File: src/rtl/mcx_pkg.sv
package mcx_pkg;

  typedef enum logic [2:0] {
    OP_ADD   = 3'd0,
    OP_SUB   = 3'd1,
    OP_ADDI  = 3'd2,
    OP_MUL   = 3'd3,
    OP_LOAD  = 3'd4,
    OP_STORE = 3'd5,
    OP_BEQ   = 3'd6,
    OP_NOP   = 3'd7
  } op_e;

  localparam int unsigned IMM_W = 16;
  localparam int unsigned REG_W = 5;

  function automatic int unsigned lat_width(input int unsigned a, input int unsigned b);
    int unsigned mx;
    mx = (a > b) ? a : b;
    return $clog2(mx + 1);
  endfunction

endpackage

File: src/rtl/mcx_countdown.sv
module mcx_countdown #(
  parameter int unsigned MUL_LAT  = 4,
  parameter int unsigned BASE_LAT = 2,
  parameter int unsigned CW       = 3
) (
  input  logic clk,
  input  logic rst_n,
  input  logic load,
  input  logic is_mul,
  input  logic leave,
  output logic busy,
  output logic last
);
  localparam logic [CW-1:0] MUL_C  = CW'(MUL_LAT);
  localparam logic [CW-1:0] BASE_C = CW'(BASE_LAT);
  localparam logic [CW-1:0] ONE_C  = CW'(1);

  logic [CW-1:0] remain_q;
  logic [CW-1:0] load_val;

  assign load_val = is_mul ? MUL_C : BASE_C;

  always_ff @(posedge clk) begin
    if (!rst_n) begin
      remain_q <= '0;
    end else if (load) begin
      remain_q <= load_val;
    end else if (leave) begin
      remain_q <= '0;
    end else if (remain_q > ONE_C) begin
      remain_q <= remain_q - ONE_C;
    end
  end

  assign busy = (remain_q != '0);
  assign last = (remain_q == ONE_C);

  // the counter starts at the latency chosen for the operation
  p_load_lat_r3: assert property (@(posedge clk) disable iff (!rst_n)
    load |=> remain_q == $past(load_val));

  // one step down per cycle until the final cycle
  p_step_down_r3: assert property (@(posedge clk) disable iff (!rst_n)
    (remain_q > ONE_C) && !load |=> remain_q == $past(remain_q) - ONE_C);

  // a waiting final cycle does not advance
  p_final_waits_r7: assert property (@(posedge clk) disable iff (!rst_n)
    last && !leave |=> last);

endmodule

File: src/rtl/mcx_alu.sv
module mcx_alu
  import mcx_pkg::*;
#(
  parameter int unsigned DW = 32
) (
  input  op_e              op,
  input  logic [DW-1:0]    a,
  input  logic [DW-1:0]    b,
  input  logic [IMM_W-1:0] imm,
  input  logic [DW-1:0]    pc,
  output logic [DW-1:0]    result,
  output logic             wen,
  output logic             mem_rd,
  output logic             mem_wr,
  output logic             to_mem,
  output logic             is_branch,
  output logic             taken,
  output logic [DW-1:0]    target
);
  logic [DW-1:0] simm;
  logic [DW-1:0] diff;
  logic [DW-1:0] sum_ab;
  logic [DW-1:0] sum_ai;
  logic [DW-1:0] prod;

  assign simm   = {{(DW-IMM_W){imm[IMM_W-1]}}, imm};
  assign diff   = a - b;
  assign sum_ab = a + b;
  assign sum_ai = a + simm;
  assign prod   = a * b;

  always_comb begin
    result    = '0;
    wen       = 1'b0;
    mem_rd    = 1'b0;
    mem_wr    = 1'b0;
    to_mem    = 1'b1;
    is_branch = 1'b0;
    unique case (op)
      OP_ADD:   begin result = sum_ab; wen = 1'b1; end
      OP_SUB:   begin result = diff;   wen = 1'b1; end
      OP_ADDI:  begin result = sum_ai; wen = 1'b1; end
      OP_MUL:   begin result = prod;   wen = 1'b1; end
      OP_LOAD:  begin result = sum_ai; wen = 1'b1; mem_rd = 1'b1; end
      OP_STORE: begin result = sum_ai; mem_wr = 1'b1; end
      OP_BEQ:   begin to_mem = 1'b0; is_branch = 1'b1; end
      OP_NOP:   begin to_mem = 1'b0; end
      default:  begin to_mem = 1'b0; end
    endcase
  end

  assign taken  = (diff == '0);
  assign target = pc + DW'(4) + {simm[DW-3:0], 2'b00};

endmodule

File: src/rtl/mcx_exec.sv
module mcx_exec
  import mcx_pkg::*;
#(
  parameter int unsigned DW       = 32,
  parameter int unsigned MUL_LAT  = 4,
  parameter int unsigned BASE_LAT = 2
) (
  input  logic             clk,
  input  logic             rst_n,
  input  logic             in_valid,
  output logic             in_ready,
  input  logic [2:0]       in_op,
  input  logic [REG_W-1:0] in_rd,
  input  logic [DW-1:0]    in_a,
  input  logic [DW-1:0]    in_b,
  input  logic [IMM_W-1:0] in_imm,
  input  logic [DW-1:0]    in_pc,
  output logic             out_valid,
  input  logic             out_ready,
  output logic [REG_W-1:0] out_rd,
  output logic             out_wen,
  output logic             out_mem_rd,
  output logic             out_mem_wr,
  output logic [DW-1:0]    out_result,
  output logic [DW-1:0]    out_store_data,
  output logic             br_resolve,
  output logic             br_taken,
  output logic [DW-1:0]    br_target
);
  localparam int unsigned CW = lat_width(MUL_LAT, BASE_LAT);

  op_e              op_q;
  logic [REG_W-1:0] rd_q;
  logic [DW-1:0]    a_q, b_q, pc_q;
  logic [IMM_W-1:0] imm_q;

  logic accept, leave, busy, last;
  logic to_mem, is_branch;

  assign in_ready = !busy;
  assign accept   = in_valid && in_ready;

  always_ff @(posedge clk) begin
    if (!rst_n) begin
      op_q  <= OP_NOP;
      rd_q  <= '0;
      a_q   <= '0;
      b_q   <= '0;
      imm_q <= '0;
      pc_q  <= '0;
    end else if (accept) begin
      op_q  <= op_e'(in_op);
      rd_q  <= in_rd;
      a_q   <= in_a;
      b_q   <= in_b;
      imm_q <= in_imm;
      pc_q  <= in_pc;
    end
  end

  mcx_countdown #(
    .MUL_LAT (MUL_LAT),
    .BASE_LAT(BASE_LAT),
    .CW      (CW)
  ) cnt_i (
    .clk   (clk),
    .rst_n (rst_n),
    .load  (accept),
    .is_mul(in_op == OP_MUL),
    .leave (leave),
    .busy  (busy),
    .last  (last)
  );

  mcx_alu #(.DW(DW)) alu_i (
    .op       (op_q),
    .a        (a_q),
    .b        (b_q),
    .imm      (imm_q),
    .pc       (pc_q),
    .result   (out_result),
    .wen      (out_wen),
    .mem_rd   (out_mem_rd),
    .mem_wr   (out_mem_wr),
    .to_mem   (to_mem),
    .is_branch(is_branch),
    .taken    (br_taken),
    .target   (br_target)
  );

  assign out_store_data = b_q;
  assign out_rd         = rd_q;
  assign out_valid      = last && to_mem;
  assign br_resolve     = last && is_branch;
  assign leave          = last && (!to_mem || out_ready);

  // an accepted instruction closes the input port at once
  p_one_inflight_r4: assert property (@(posedge clk) disable iff (!rst_n)
    accept |=> !in_ready);

  // a refused result is held unchanged
  p_hold_r7: assert property (@(posedge clk) disable iff (!rst_n)
    out_valid && !out_ready |=> out_valid && $stable(out_result)
      && $stable(out_rd) && $stable(out_store_data) && !in_ready);

  // resolution is a single-cycle pulse
  p_resolve_pulse_r6: assert property (@(posedge clk) disable iff (!rst_n)
    br_resolve |=> !br_resolve);

  // taken exactly when the operands are equal
  p_taken_eq_r6: assert property (@(posedge clk) disable iff (!rst_n)
    br_resolve |-> br_taken == (a_q == b_q));

  // branches never appear at the memory latch
  p_br_no_mem_r6: assert property (@(posedge clk) disable iff (!rst_n)
    !(br_resolve && out_valid));

endmodule

File: config.mk
export PLATFORM = sky130hd
export DESIGN_NAME = mcx_exec
export DESIGN_NICKNAME = d
export VERILOG_FILES = /design/src/rtl/mcx_pkg.sv /design/src/rtl/mcx_countdown.sv /design/src/rtl/mcx_alu.sv /design/src/rtl/mcx_exec.sv
export SDC_FILE = /design/constraint.sdc
export NUM_CORES = 2
export LEC_CHECK = 0
export CORE_ASPECT_RATIO = 0.8
export CORE_MARGIN = 4
export CORE_UTILIZATION = 29
export DETAILED_ROUTE_END_ITERATION = 6
export SLEW_MARGIN = 10
export SYNTH_ARGS = -nofsm -noshare
export SYNTH_HDL_FRONTEND = slang
export SYNTH_SLANG_ARGS = --single-unit
File: constraint.sdc
create_clock -name clk -period 25.7 [get_ports clk]
set_input_delay 5.14 -clock clk [delete_from_list [all_inputs] [get_ports clk]]
set_output_delay 5.14 -clock clk [all_outputs]
set_load 0.02 [all_outputs]
# ---- After elaboration in Yosys (flattened, before gate mapping)
# Index checks and enable logic that the tools add are counted.
dict set report op_classes {
  n_mul 1
  n_reduce_logical 13
  addsub 6
  magnitude_cmp 1
  n_mux 10
  eq_ne 9
}
# cell n
set op_table {}
lappend op_table {{case mux 32 bit (4 select lines)} 1}
lappend op_table {{adder 32 bit} 3}
lappend op_table {{adder 32 x 3 -> 32 bit, second input constant} 1}
lappend op_table {{zero test 32 bit} 1}
lappend op_table {{multiplier 32 x 32 -> 32 bit} 1}
lappend op_table {{subtractor 32 bit} 1}
lappend op_table {{== test 3 bit, second input constant} 4}
lappend op_table {{2-to-1 mux 3 bit} 4}
lappend op_table {{== test 3 x 2 -> 1 bit, second input constant} 3}
lappend op_table {{== test 3 x 1 -> 1 bit, second input constant} 2}
lappend op_table {{nonzero test 3 bit} 2}
lappend op_table {{2-to-1 mux 1 bit} 5}
lappend op_table {{OR reduction 5 bit} 1}
lappend op_table {{logical AND 1 bit} 4}
lappend op_table {{greater-than comparator 3 x 1 -> 1 bit, second input constant} 1}
lappend op_table {{zero test 3 bit} 1}
lappend op_table {{OR reduction 3 bit} 1}
lappend op_table {{subtractor 3 x 1 -> 3 bit, second input constant} 1}
lappend op_table {{OR reduction 2 bit} 1}
lappend op_table {{zero test 1 bit} 1}
lappend op_table {{logical OR 1 bit} 1}
dict set report totals {
  ff_bits 123
  output_inout_bits 108
  input_bits 124
  word_cells 47
}

# ---- Longest topological paths before layout
dict set report depth {
  word_depth 6
  depth_mapped 28
}

# ---- By module
# From an unflattened synthesis, not the netlist that was laid out.
dict set report unflattened {
  cells_unflattened 3145
  hier_area_um2 26730.6
}
# mod n_inst seq_area_each_um2 area_each_um2 cells_per_inst
set modules_own_cells {}
lappend modules_own_cells {mcx_alu 1 0.0 21702.1 2590}
lappend modules_own_cells {mcx_exec 1 2402.3 4803.4 528}
lappend modules_own_cells {mcx_countdown 1 60.1 225.2 27}

# ---- Worst setup path after synthesis
# No wires, ideal clock.
dict set report synth_timing {
  kind {register to output}
  from {reg b_q[3] (netlist: out_store_data[3])}
  to {out out_result[31]}
  path_stages_with_launch 24
  t_arrival_ns 7.281
  n_path_buf 2
  path_slack_ns 13.279
  t_required_ns 20.560
  path_cell_list {dfxtp_1 clkbuf_1 clkbuf_1 and2_1 fa_1 inv_1 fa_1 fa_1 fa_1 inv_1 fa_1 fa_1 fa_1 fa_1 ha_1 and3_1 nor2b_1 nand2_1 o211a_1 o41ai_1 a31oi_1 xnor2_1 mux2_2 o22ai_1}
}
dict set report synth_via {
  elab_chain_len 2
}
# element line
set synth_rtl {}
lappend synth_rtl {{from (decl)} mcx_exec.sv:34} ;# logic [DW-1:0] a_q, b_q, pc_q;
lappend synth_rtl {{from (signal assigned)} mcx_exec.sv:55} ;# b_q <= in_b;
lappend synth_rtl {{multiplier 32 x 32 -> 32 bit (tied with other cells)} mcx_alu.sv:30} ;# assign prod = a * b;
lappend synth_rtl {{case mux 32 bit (4 select lines) (*)} mcx_alu.sv:39} ;# unique case (op)
lappend synth_rtl {{to (decl)} mcx_exec.sv:24} ;# output logic [DW-1:0] out_result,
# Mark *: on every way between the ends. The rest lies on a longest branch, timed or not.

# ---- Final worst setup path
dict set report layout_timing {
  from {reg a_q[1]}
  to {out out_result[23]}
}
dict set report layout_via {
  elab_chain_len 2
}
# element line
set layout_rtl {}
lappend layout_rtl {{from (decl)} mcx_exec.sv:34}
lappend layout_rtl {{from (signal assigned)} mcx_exec.sv:54} ;# a_q <= in_a;
lappend layout_rtl {{multiplier 32 x 32 -> 32 bit (tied with other cells)} mcx_alu.sv:30}
lappend layout_rtl {{case mux 32 bit (4 select lines) (*)} mcx_alu.sv:39}
# Marked as above.

==> metrics.cfg <==
[floorplan]
die_y_um = 277
start_util_pct = 29.3
io_pins = 232
dieArea_um2 = 95600
fp.dieW_um = 345
core_region_area_um2 = 89600
num_rows = 98

[drt]
wl_per_cell_um = 21.7
vias = 22600
drc = 0
dr.pass1.iters = 5
routed_wl_um = 97800
viasPerCell = 5.02
ant_nets = 0
drt_iter0_markers = 1982

[timing]
relSlewSlack_pct = 31.0
hold_viol = 0
fmax_mhz = 67.1
worst_pin_slew_ns = 1.03
report.final.setup_viol = 0
drv_slew = 0
rsz0062_at_grt = no
holdWs_ns = 0.463
final.min_clock_period_ns = 14.91
skew_ns = 0.0151
setup-tns-final_ns = 0
fin_crit_sh_pct = 58.0

[placed_design]
dp_cells = 4466
gp_congestion = 0.944
io_buffers = 231
dp_hpwl_um = 75100

[synth]
yosysUniqueCellTypes = 76
synth_cells = 3132
syn_area_um2 = 26300
synth-edff-count = 0
avgSynthCellArea_um2 = 8.40
synthesis.nets = 3928
async_flop_share_pct = 0
yosys-top-cells-count = nand2_1 (518), inv_1 (443), fa_1 (411)
yosysWarningCount = 0
synth-seq-area-share_pct = 9.36
ys.flop_type = dfxtp_1
synthTopCellsByArea = fa_1 (31%), ha_1 (12%), dfxtp_1 (9.4%)
yosys_register_bits = 123
yosys.area.top_type = fa_1
synth_top_area_share_pct = 31.3
post-synth-top-count-cell = nand2_1

[cts]
cts_buffer_depth = 2
cts_tree = built
root_buffer = clkbuf_16
htree_levels = 4
cts.sinks = 123
insertion_delay_ns = 0.46
cts_buffers = 17
path_clk_slew_ns = 0.07
postCtsHoldBufs = 0
post_cts.repair.setup_buffers = 0
cts_resized = 0

[critical_path]
critPathLaunchType = register
crit_required_ns = 20.56
crit_type = reg -> out
crit_arrival_ns = 9.77
crit_path_max_fanout = 21
endpoint_kind = output port

[global_route]
track_usage_pct = 20.5
grt_pass1_wl_um = 148000
overflow = 0
grt_start_max_net_pins = 87
antenna_found_initial = 2
grt_pass1_vias = 22800

[hold_path]
hold_path.class = reg -> reg

[layout]
drive_above_1_share_pct = 3.97
final_cells = 4500
syn_to_final_growth_pct = 16.2
nets = 4081
fill_cells = 9368
final_util_pct = 34.1

[power]
irDropWorstVdd_mv = 0.0565
p_per_area_nw_per_um2 = 81.3
leakage_nw = 14.1

[outcome]
status = completed

[job]
cap_violations = 0

## worst max-delay path, stage by stage, from the launching register on
cell and delay (ns):
dfxtp_1 0.98, inv_1 0.20, buf_4 0.32, nor2_1 0.17, fa_1 0.44, fa_1 0.39
fa_1 0.43, inv_1 0.10, fa_1 0.41, inv_1 0.08, fa_1 0.42, ha_1 0.30
fa_1 0.51, fa_1 0.43, ha_1 0.32, a2111oi_0 0.57, nand2_1 0.09, o21ai_0 0.69
o21ai_0 0.37, a211o_1 0.40, a21oi_1 0.19, xnor2_1 0.17, a21oi_1 0.10, o22ai_1 0.38
clkdlybuf4s50_1 0.83
## placed cells by master (no fill, tap or decap), types with 11 or more instances in the layout
cell type	n
and2_1	259
ha_1	261
a211oi_1	19
o21bai_1	13
and3_1	18
nor2b_1	17
o21ai_0	74
nand2_1	517
xnor2_1	113
buf_4	57
mux2_2	16
nor3_1	21
clkbuf_16	17
clkdlybuf4s50_1	230
nand3_1	16
xor2_1	48
o21a_1	27
o22ai_1	15
dfxtp_1	123
inv_1	443
nor2_1	126
fa_1	411
a31oi_1	13
a21o_1	57
a21boi_0	119
a21oi_1	103
o211ai_1	11
## worst paths after layout
kind	startpoint	end	slack [ns]	cells after the start
max	a_q[1]	out_result[23]	10.79	24
min	out_rd[2]	out_rd[2]	0.46	2
max reg2reg	cnt_i.remain_q[1]	out_store_data[5]	22.55	7
min reg2reg	out_rd[2]	out_rd[2]	0.46	2
## kinds of logic after synthesis
group | Yosys count | synth area share, %
adder cells (fa/ha/maj) | 672 | 43.7
buffers and inverters | 597 | 8.56
XOR/XNOR | 161 | 5.36
AND/OR/NAND/NOR | 1022 | 18.2
multiplexers | 23 | 0.951
flip-flops | 123 | 9.36
AO/OA/AOI/OAI | 534 | 13.8
## final cells by class
class | count | area [µm²] | area share, %
well taps | 1200 | 1500 | 4.91
diodes | 2 | 5.00 | 0.0164
inverters | 444 | 1670 | 5.45
flip-flops and latches | 123 | 2460 | 8.06
multi-input cells | 2412 | 21600 | 70.7
clock buffers | 17 | 425 | 1.39
repair buffers | 287 | 2730 | 8.93
clock inverters | 15 | 169 | 0.553
## state kept, by name (all words and copies together) (netlist names)
| signal | cells |
|---|---|
| a_q | 32 |
| out_store_data | 32 |
| pc_q | 32 |
| imm_q | 16 |
| out_rd | 5 |
| cnt_i.remain_q | 3 |
| op_q | 3 |
## per-stage QoR
step	cell area [µm²]	power, W	setup slack (ns)
2_1_floorplan	26300	0.00147	13.28
3_3_place_gp	30000	0.00217	11.56
3_5_place_dp	30000	0.00218	11.50
4_1_cts	30600	0.00246	11.03
5_1_grt	30600	0.00266	10.50
6_report	30600	0.00249	10.79
## power by group
part	switching, W	total [W]	internal, W
combinational	0.00119	0.00189	0.000703
clock	0.000123	0.000262	0.000139
sequential	0.0000958	0.000332	0.000236
total	0.00141	0.00249	0.00108
## metal layers
| metal | wire (µm) | GRT usage, % | vias to the layer above | part of all wire (%) |
|---|---|---|---|---|
| met4 | 1890 | 3.80 | 2 | 1.9 |
| met1 | 45300 | 30.5 | 11200 | 46 |
| li1 | - | - | 10300 | - |
| met5 | 13 | 0 | - | 0.013 |
| met3 | 10000 | 5.27 | 132 | 10 |
| met2 | 40600 | 30.0 | 993 | 42 |
No activity file was read; power rests on OpenSTA's default activity.
